**config.mk**
```make
export PLATFORM = sky130hd
export DESIGN_NAME = gpio_share_port
export DESIGN_NICKNAME = d
export VERILOG_FILES = /design/src/rtl/gpio_share_pkg.sv /design/src/rtl/gpio_share_regs.sv /design/src/rtl/gpio_share_sync.sv /design/src/rtl/gpio_share_pinmux.sv /design/src/rtl/gpio_share_port.sv
export SDC_FILE = /design/constraint.sdc
export NUM_CORES = 1
export LEC_CHECK = 0
export BUFFER_PORTS_ARGS = -buffer_cell sky130_fd_sc_hd__clkbuf_2
export CAP_MARGIN = 20
export CORE_MARGIN = 2
export CORE_UTILIZATION = 40
export DETAILED_ROUTE_END_ITERATION = 12
export PLACE_DENSITY = 0.76
export RECOVER_POWER = 25
export SLEW_MARGIN = 20
export SYNTH_ARGS = -nofsm -noshare
export SYNTH_HDL_FRONTEND = slang
export SYNTH_SLANG_ARGS = --single-unit
```
**constraint.sdc**
```tcl
create_clock -name clk -period 1.4 [get_ports clk]
set_input_delay 0.35 -clock clk [delete_from_list [all_inputs] [get_ports clk]]
set_output_delay 0.35 -clock clk [all_outputs]
set_load 0.01 [all_outputs]
```
**src/rtl/gpio_share_pkg.sv**
```systemverilog
package gpio_share_pkg;

   localparam int SEL_W = 2;

   typedef enum logic [SEL_W-1:0] {
      SEL_DATA = 2'd0,
      SEL_DIR  = 2'd1,
      SEL_PULL = 2'd2,
      SEL_ODRN = 2'd3
   } reg_sel_e;

endpackage

```
**src/rtl/gpio_share_regs.sv**
```systemverilog
module gpio_share_regs
   import gpio_share_pkg::*;
#(
   parameter int          WIDTH   = 8,
   parameter logic [WIDTH-1:0] OD_MASK = 8'h3F
) (
   input  logic             clk,
   input  logic             rst_n,
   input  logic             wr_en,
   input  reg_sel_e         sel,
   input  logic [WIDTH-1:0] wdata,
   output logic [WIDTH-1:0] latch_q,
   output logic [WIDTH-1:0] dir_q,
   output logic [WIDTH-1:0] pull_q,
   output logic [WIDTH-1:0] odrn_q
);

   // data latch has no reset: its contents survive a reset
   always_ff @(posedge clk) begin
      if (wr_en && sel == SEL_DATA) latch_q <= wdata;
   end

   always_ff @(posedge clk or negedge rst_n) begin
      if (!rst_n) begin
         dir_q  <= '0;
         pull_q <= '0;
         odrn_q <= '0;
      end else if (wr_en) begin
         case (sel)
            SEL_DIR:  dir_q  <= wdata;
            SEL_PULL: pull_q <= wdata;
            SEL_ODRN: odrn_q <= wdata & OD_MASK;
            default:  ;
         endcase
      end
   end


   dir_write_chk: assert property (@(posedge clk) disable iff (!rst_n)
      (wr_en && sel == SEL_DIR) |=> (dir_q == $past(wdata)));


   odrn_mask_chk: assert property (@(posedge clk) disable iff (!rst_n)
      (odrn_q & ~OD_MASK) == '0);

endmodule

```
**src/rtl/gpio_share_sync.sv**
```systemverilog
module gpio_share_sync #(
   parameter int WIDTH  = 8,
   parameter int STAGES = 2
) (
   input  logic             clk,
   input  logic             rst_n,
   input  logic [WIDTH-1:0] async_in,
   output logic [WIDTH-1:0] sync_out
);

   localparam int LAST = STAGES - 1;

   if (STAGES < 2) begin : g_bad_stages
      $error("gpio_share_sync: STAGES must be at least 2");
   end

   logic [WIDTH-1:0] stage_q [STAGES];

   for (genvar s = 0; s < STAGES; s++) begin : g_stage
      always_ff @(posedge clk or negedge rst_n) begin
         if (!rst_n)      stage_q[s] <= '0;
         else if (s == 0) stage_q[s] <= async_in;
         else             stage_q[s] <= stage_q[(s == 0) ? 0 : s - 1];
      end
   end

   assign sync_out = stage_q[LAST];

endmodule

```
**src/rtl/gpio_share_pinmux.sv**
```systemverilog
module gpio_share_pinmux #(
   parameter int WIDTH   = 8,
   parameter int SDI_BIT = 0,
   parameter int SDO_BIT = 1,
   parameter int SCK_BIT = 2,
   parameter int CAP_BIT = 3,
   parameter int EVT_BIT = 4
) (
   input  logic             clk,
   input  logic             rst_n,
   input  logic [WIDTH-1:0] latch_q,
   input  logic [WIDTH-1:0] dir_q,
   input  logic [WIDTH-1:0] pull_q,
   input  logic [WIDTH-1:0] odrn_q,
   input  logic             spi_en,
   input  logic             spi_master,
   input  logic             sck_out,
   input  logic             sdo_out,
   input  logic             evo_en,
   input  logic             evo_out,
   output logic [WIDTH-1:0] pad_out,
   output logic [WIDTH-1:0] pad_oe,
   output logic [WIDTH-1:0] pad_pu
);

   logic [WIDTH-1:0] fn_oe;
   logic [WIDTH-1:0] fn_val;

   for (genvar i = 0; i < WIDTH; i++) begin : g_pin
      if (i == SCK_BIT) begin : g_sck
         assign fn_oe[i]  = spi_en ? spi_master : dir_q[i];
         assign fn_val[i] = spi_en ? sck_out    : latch_q[i];
      end else if (i == SDO_BIT) begin : g_sdo
         assign fn_oe[i]  = spi_en ? 1'b1    : dir_q[i];
         assign fn_val[i] = spi_en ? sdo_out : latch_q[i];
      end else if (i == SDI_BIT) begin : g_sdi
         assign fn_oe[i]  = spi_en ? 1'b0 : dir_q[i];
         assign fn_val[i] = latch_q[i];
      end else if (i == EVT_BIT) begin : g_evt
         assign fn_oe[i]  = dir_q[i];
         assign fn_val[i] = evo_en ? evo_out : latch_q[i];
      end else begin : g_plain
         assign fn_oe[i]  = dir_q[i];
         assign fn_val[i] = latch_q[i];
      end

      // open-drain: release the pad whenever a 1 would be driven
      assign pad_oe[i]  = fn_oe[i] & ~(odrn_q[i] & fn_val[i]);
      assign pad_out[i] = fn_val[i];
      assign pad_pu[i]  = pull_q[i] & ~(pad_oe[i] & ~pad_out[i]);
   end


   od_release_chk: assert property (@(posedge clk) disable iff (!rst_n)
      (odrn_q & pad_oe & pad_out) == '0);


   pull_cut_chk: assert property (@(posedge clk) disable iff (!rst_n)
      (pad_pu & pad_oe & ~pad_out) == '0);


   sdi_input_chk: assert property (@(posedge clk) disable iff (!rst_n)
      spi_en |-> !pad_oe[SDI_BIT]);


   sdo_hold_chk: assert property (@(posedge clk) disable iff (!rst_n)
      (spi_en && $past(spi_en) && $stable(sdo_out)) |-> $stable(pad_out[SDO_BIT]));


   cap_dir_chk: assert property (@(posedge clk) disable iff (!rst_n)
      pad_oe[CAP_BIT] |-> dir_q[CAP_BIT]);

endmodule

```
**src/rtl/gpio_share_port.sv**
```systemverilog
module gpio_share_port
   import gpio_share_pkg::*;
#(
   parameter int               WIDTH       = 8,
   parameter int               SYNC_STAGES = 2,
   parameter int               SDI_BIT     = 0,
   parameter int               SDO_BIT     = 1,
   parameter int               SCK_BIT     = 2,
   parameter int               CAP_BIT     = 3,
   parameter int               EVT_BIT     = 4,
   parameter logic [WIDTH-1:0] OD_MASK     = 8'h3F
) (
   input  logic             clk,
   input  logic             rst_n,
   input  logic [1:0]       bus_sel,
   input  logic             bus_wr,
   input  logic [WIDTH-1:0] bus_wdata,
   output logic [WIDTH-1:0] bus_rdata,
   input  logic [WIDTH-1:0] pad_in,
   output logic [WIDTH-1:0] pad_out,
   output logic [WIDTH-1:0] pad_oe,
   output logic [WIDTH-1:0] pad_pu,
   input  logic             spi_en,
   input  logic             spi_master,
   input  logic             spi_sck_out,
   input  logic             spi_sdo_out,
   output logic             spi_sck_in,
   output logic             spi_sdi_in,
   input  logic             tmr_evo_en,
   input  logic             tmr_evo_out,
   output logic             tmr_cap_in,
   output logic             tmr_evi_in
);

   localparam int MAX_BIT = WIDTH - 1;

   if (SDI_BIT > MAX_BIT || SDO_BIT > MAX_BIT || SCK_BIT > MAX_BIT ||
       CAP_BIT > MAX_BIT || EVT_BIT > MAX_BIT) begin : g_bad_bits
      $error("gpio_share_port: shared pad index outside the port");
   end

   reg_sel_e         sel;
   logic [WIDTH-1:0] latch_q, dir_q, pull_q, odrn_q;
   logic [WIDTH-1:0] pin_sync;

   assign sel = reg_sel_e'(bus_sel);

   gpio_share_regs #(.WIDTH(WIDTH), .OD_MASK(OD_MASK)) u_regs (
      .clk     (clk),
      .rst_n   (rst_n),
      .wr_en   (bus_wr),
      .sel     (sel),
      .wdata   (bus_wdata),
      .latch_q (latch_q),
      .dir_q   (dir_q),
      .pull_q  (pull_q),
      .odrn_q  (odrn_q)
   );

   gpio_share_sync #(.WIDTH(WIDTH), .STAGES(SYNC_STAGES)) u_sync (
      .clk      (clk),
      .rst_n    (rst_n),
      .async_in (pad_in),
      .sync_out (pin_sync)
   );

   gpio_share_pinmux #(
      .WIDTH(WIDTH), .SDI_BIT(SDI_BIT), .SDO_BIT(SDO_BIT),
      .SCK_BIT(SCK_BIT), .CAP_BIT(CAP_BIT), .EVT_BIT(EVT_BIT)
   ) u_mux (
      .clk        (clk),
      .rst_n      (rst_n),
      .latch_q    (latch_q),
      .dir_q      (dir_q),
      .pull_q     (pull_q),
      .odrn_q     (odrn_q),
      .spi_en     (spi_en),
      .spi_master (spi_master),
      .sck_out    (spi_sck_out),
      .sdo_out    (spi_sdo_out),
      .evo_en     (tmr_evo_en),
      .evo_out    (tmr_evo_out),
      .pad_out    (pad_out),
      .pad_oe     (pad_oe),
      .pad_pu     (pad_pu)
   );

   // readback follows the direction bit, not the peripheral mode
   always_comb begin
      case (sel)
         SEL_DATA: bus_rdata = (latch_q & dir_q) | (pin_sync & ~dir_q);
         SEL_DIR:  bus_rdata = dir_q;
         SEL_PULL: bus_rdata = pull_q;
         SEL_ODRN: bus_rdata = odrn_q;
         default:  bus_rdata = '0;
      endcase
   end

   assign spi_sck_in = pin_sync[SCK_BIT];
   assign spi_sdi_in = pin_sync[SDI_BIT];
   assign tmr_cap_in = pin_sync[CAP_BIT];
   assign tmr_evi_in = pin_sync[EVT_BIT];


   rd_latch_chk: assert property (@(posedge clk) disable iff (!rst_n)
      (sel == SEL_DATA) |-> ((bus_rdata & dir_q) == (latch_q & dir_q)));

endmodule

```
==> results.toml <==
[status]
status = "complete, but fails checks"
violations = "setup timing"

[global_routing]
grtUsageMet3 = 0.0469
grt_use_total = 0.163
antenna_found_initial = 0
grt_pass1_vias = 1344
top_usage_layer = "met2"
use_met1 = 0.218
grt_pass1_wl_um = 6590
met2_usage = 0.258
overflow = 0
grt_max_degree = 39

[critical_path]
cp_slowest_cell = "edfxtp_1"
path_cells = "mux2_4 -> o21a_1 -> clkbuf_2"
cp_slowest_stage_delay_ns = 0.40
crit_fanout = 3
r2r_cells = 3
crit_type = "reg2out"
worstPathArrival_ns = 1.30
rr_startpoint = "u_regs.dir_q[6]$_DFFE_PN0P_"
reg2reg_slack_ns = 0.39
cp.depth = 3
critPathTopFamily = "flip-flops"
r2r_end = "u_regs.dir_q[6]$_DFFE_PN0P_"
crit_required_ns = 1.05
endpoint_kind = "output port"
cp-start-kind = "register"
path_buf_inv = 1

[sta]
slew_violations = 0
finClkSkew_ns = 0.00438
fin_crit_sh = 1.18
worst_pin_slew_ns = 0.914
hold_viol = 0
rsz0062_at_grt = "true"
period_needed_ns = 1.65
final-setup-viol-count = 26
fin_ws_ns = -0.249
max_freq_ghz = 0.606
relSlewSlack = 0.391

[drt]
drc_errors = 0
totalWireLength_um = 4350
drt_iter0_drc = 46
via_per_inst = 4.70
first_pass_iters = 4
via_count = 1405
ant_nets = 0
wl_per_cell_um = 14.6

[job]
cap_viol_max_count = 0

[clock_network]
clk_pin_slew_worst_paths_ns = 0.08
insertion_delay_ns = 0.29
cts_hold_buffers = 0
clock-root-buffer = "clkbuf_8"
clock_path_buffers = 2
cts-buffers-inserted = 5
cts.sinks = 46
h-tree-depth = 2
cts_tree = "yes"

[place]
gp_congestion = 0.840
dpl_cell_area_um2 = 2490
port-buffer-count = 62
hpwlAfterDp_um = 2990

[synth]
syn_inst = 147
yosys_warnings = 0
ys_seq_area_frac = 0.594
postSynthAreaPerCell_um2 = 13.6
netlist_area_um2 = 2000
yosys.area.top_type_share = 0.474
synth_nets = 174
synthDistinctLibCells = 23
yosysTopAreaCell = "dfrtp_1"
synth_seq_cells = 46
synth.area.top_cells = "dfrtp_1 (47%), mux2_2 (14%), edfxtp_1 (12%)"

[power_and_ir_drop]
power.density_nw_per_um2 = 1190
peakVddDrop_v = 0.000689
leakagePower_nw = 1.30

[floorplanning]
die-height_um = 74.8
initial_core_util = 0.419
io_pins = 63
core_um2 = 4790
row_count = 25
chipWidth_um = 74.8
floorplan.die_area_um2 = 5590

[worst_hold_path]
holdPathStages = 1
hp-start = "pad_in[5]"
hold_class = "in2reg"
worstHoldEndpoint = "u_sync.stage_q[13]$_DFF_PN0_"

[final_layout]
n_antenna_cell = 0
syn2layout_area_growth_pct = 39.1
final_util = 0.582
fillers = 393
final_area_um2 = 2790
nets = 258
drive_above_1_share = 0.625
[logic make-up after synthesis]
family	after synthesis	synth area share
buffers and inverters	16	0.0524
and+or+nand+nor	20	0.0743
muxes	32	0.175
AOI/OAI and AO/OA	33	0.104
DFF	46	0.594
[synthesized netlist by cell type, drive strengths merged]
master,instances
nor2,2
a21oi,6
nor2b,4
and2,1
dfrtp,38
inv,4
mux2,25
nand2b,2
nand3b,1
nor3b,7
edfxtp,8
o21a,8
a221oi,1
buf,11
o221ai,1
clkbuf,1
a21boi,4
mux2i,7
o21ai,11
nand3,2
o211ai,2
nor3,1
[registers in the layout (all words and copies together), names as in the netlist]
register and flops:
u_regs.pull_q 8, u_sync.sync_out 8, u_sync.stage_q 8, u_regs.dir_q 8
u_regs.odrn_q 6, u_regs.latch_q 8
[placed cells by master, fill, tap and decap left out, drive strengths merged]
cell / n
clkinv: 1
a21oi: 6
mux2i: 7
mux2: 25
a221oi: 1
edfxtp: 8
nand3b: 1
nor2: 2
o221ai: 1
a21boi: 4
nand2b: 2
nor3: 1
dfrtp: 38
nor3b: 7
o211ai: 2
and2: 1
clkbuf: 54
buf: 42
nand3: 2
nor2b: 4
o21a: 8
o21ai: 11
inv: 4
[repair_timing]
action | in CTS | in global routing
endpoints found under the setup margin | 25 | 26
pin swaps | 10 | 6
buffers inserted | 3 | 7
gates resized for setup | 33 | 30
endpoints found under the hold margin | 0 | 0
[report_power, final]
part           switching, W  total (W)  internal (W)  leakage, nW
clock              0.000413   0.000811      0.000398       0.0482
combinational      0.000376   0.000856      0.000480        0.736
sequential         0.000134    0.00165       0.00152        0.520
[worst reg2reg max path: cells and delay by family (launching register included)]
| kind | cells | cell delay (ns) |
|---|---|---|
| multiplexers | 1 | 0.25 |
| buffers and inverters | 2 | 0.25 |
| flip-flops | 1 | 0.41 |
[layout make-up]
cell class | instances | area, µm² | share of cell area
clock buffers | 7 | 86.3 | 0.0310
clock inverters | 1 | 5.00 | 0.00180
inverters | 4 | 15.0 | 0.00539
multi-input cells | 85 | 830 | 0.298
flip-flops and latches | 46 | 1190 | 0.427
well taps | 67 | 83.8 | 0.0301
repair buffers | 89 | 577 | 0.207
[worst max-delay path by stage]
| stage | end | start | slack, ns |
|---|---|---|---|
| 2_1_floorplan | bus_rdata[3] | bus_sel[0] | -0.009 |
| 3_3_place_gp | bus_rdata[3] | bus_sel[1] | -0.14 |
| 3_5_place_dp | u_regs.dir_q[1]$_DFFE_PN0P_ | bus_sel[0] | -0.13 |
| 4_1_cts | pad_pu[4] | u_regs.latch_q[4]$_DFFE_PP_ | -0.26 |
| 5_1_grt | pad_pu[1] | u_regs.latch_q[1]$_DFFE_PP_ | -0.30 |
| 6_report | pad_pu[1] | u_regs.latch_q[1]$_DFFE_PP_ | -0.25 |
[metrics by stage]
| step | setup slack (ns) | total power [W] | hold slack (ns) | cells | setup TNS, ns |
|---|---|---|---|---|---|
| global placement | -0.138 | 0.00235 | 0.332 | 282 | -2.44 |
| floorplan | -0.00864 | 0.00206 | 0.0544 | 147 | -0.00864 |
| CTS | -0.256 | 0.00329 | 0.00805 | 293 | -3.52 |
| global route | -0.304 | 0.00350 | 0.138 | 299 | -5.17 |
| finish | -0.249 | 0.00332 | 0.157 | 299 | -3.48 |
| detailed placement | -0.134 | 0.00237 | 0.336 | 282 | -2.73 |
[metal layers]
layer	part of all wire	routed length (µm)	vias up
met4	0.0076	33	0
li1	-	-	699
met5	0	0	-
met3	0.054	236	4
met1	0.43	1850	664
met2	0.51	2230	38
Power figures use the tool's default switching activity.
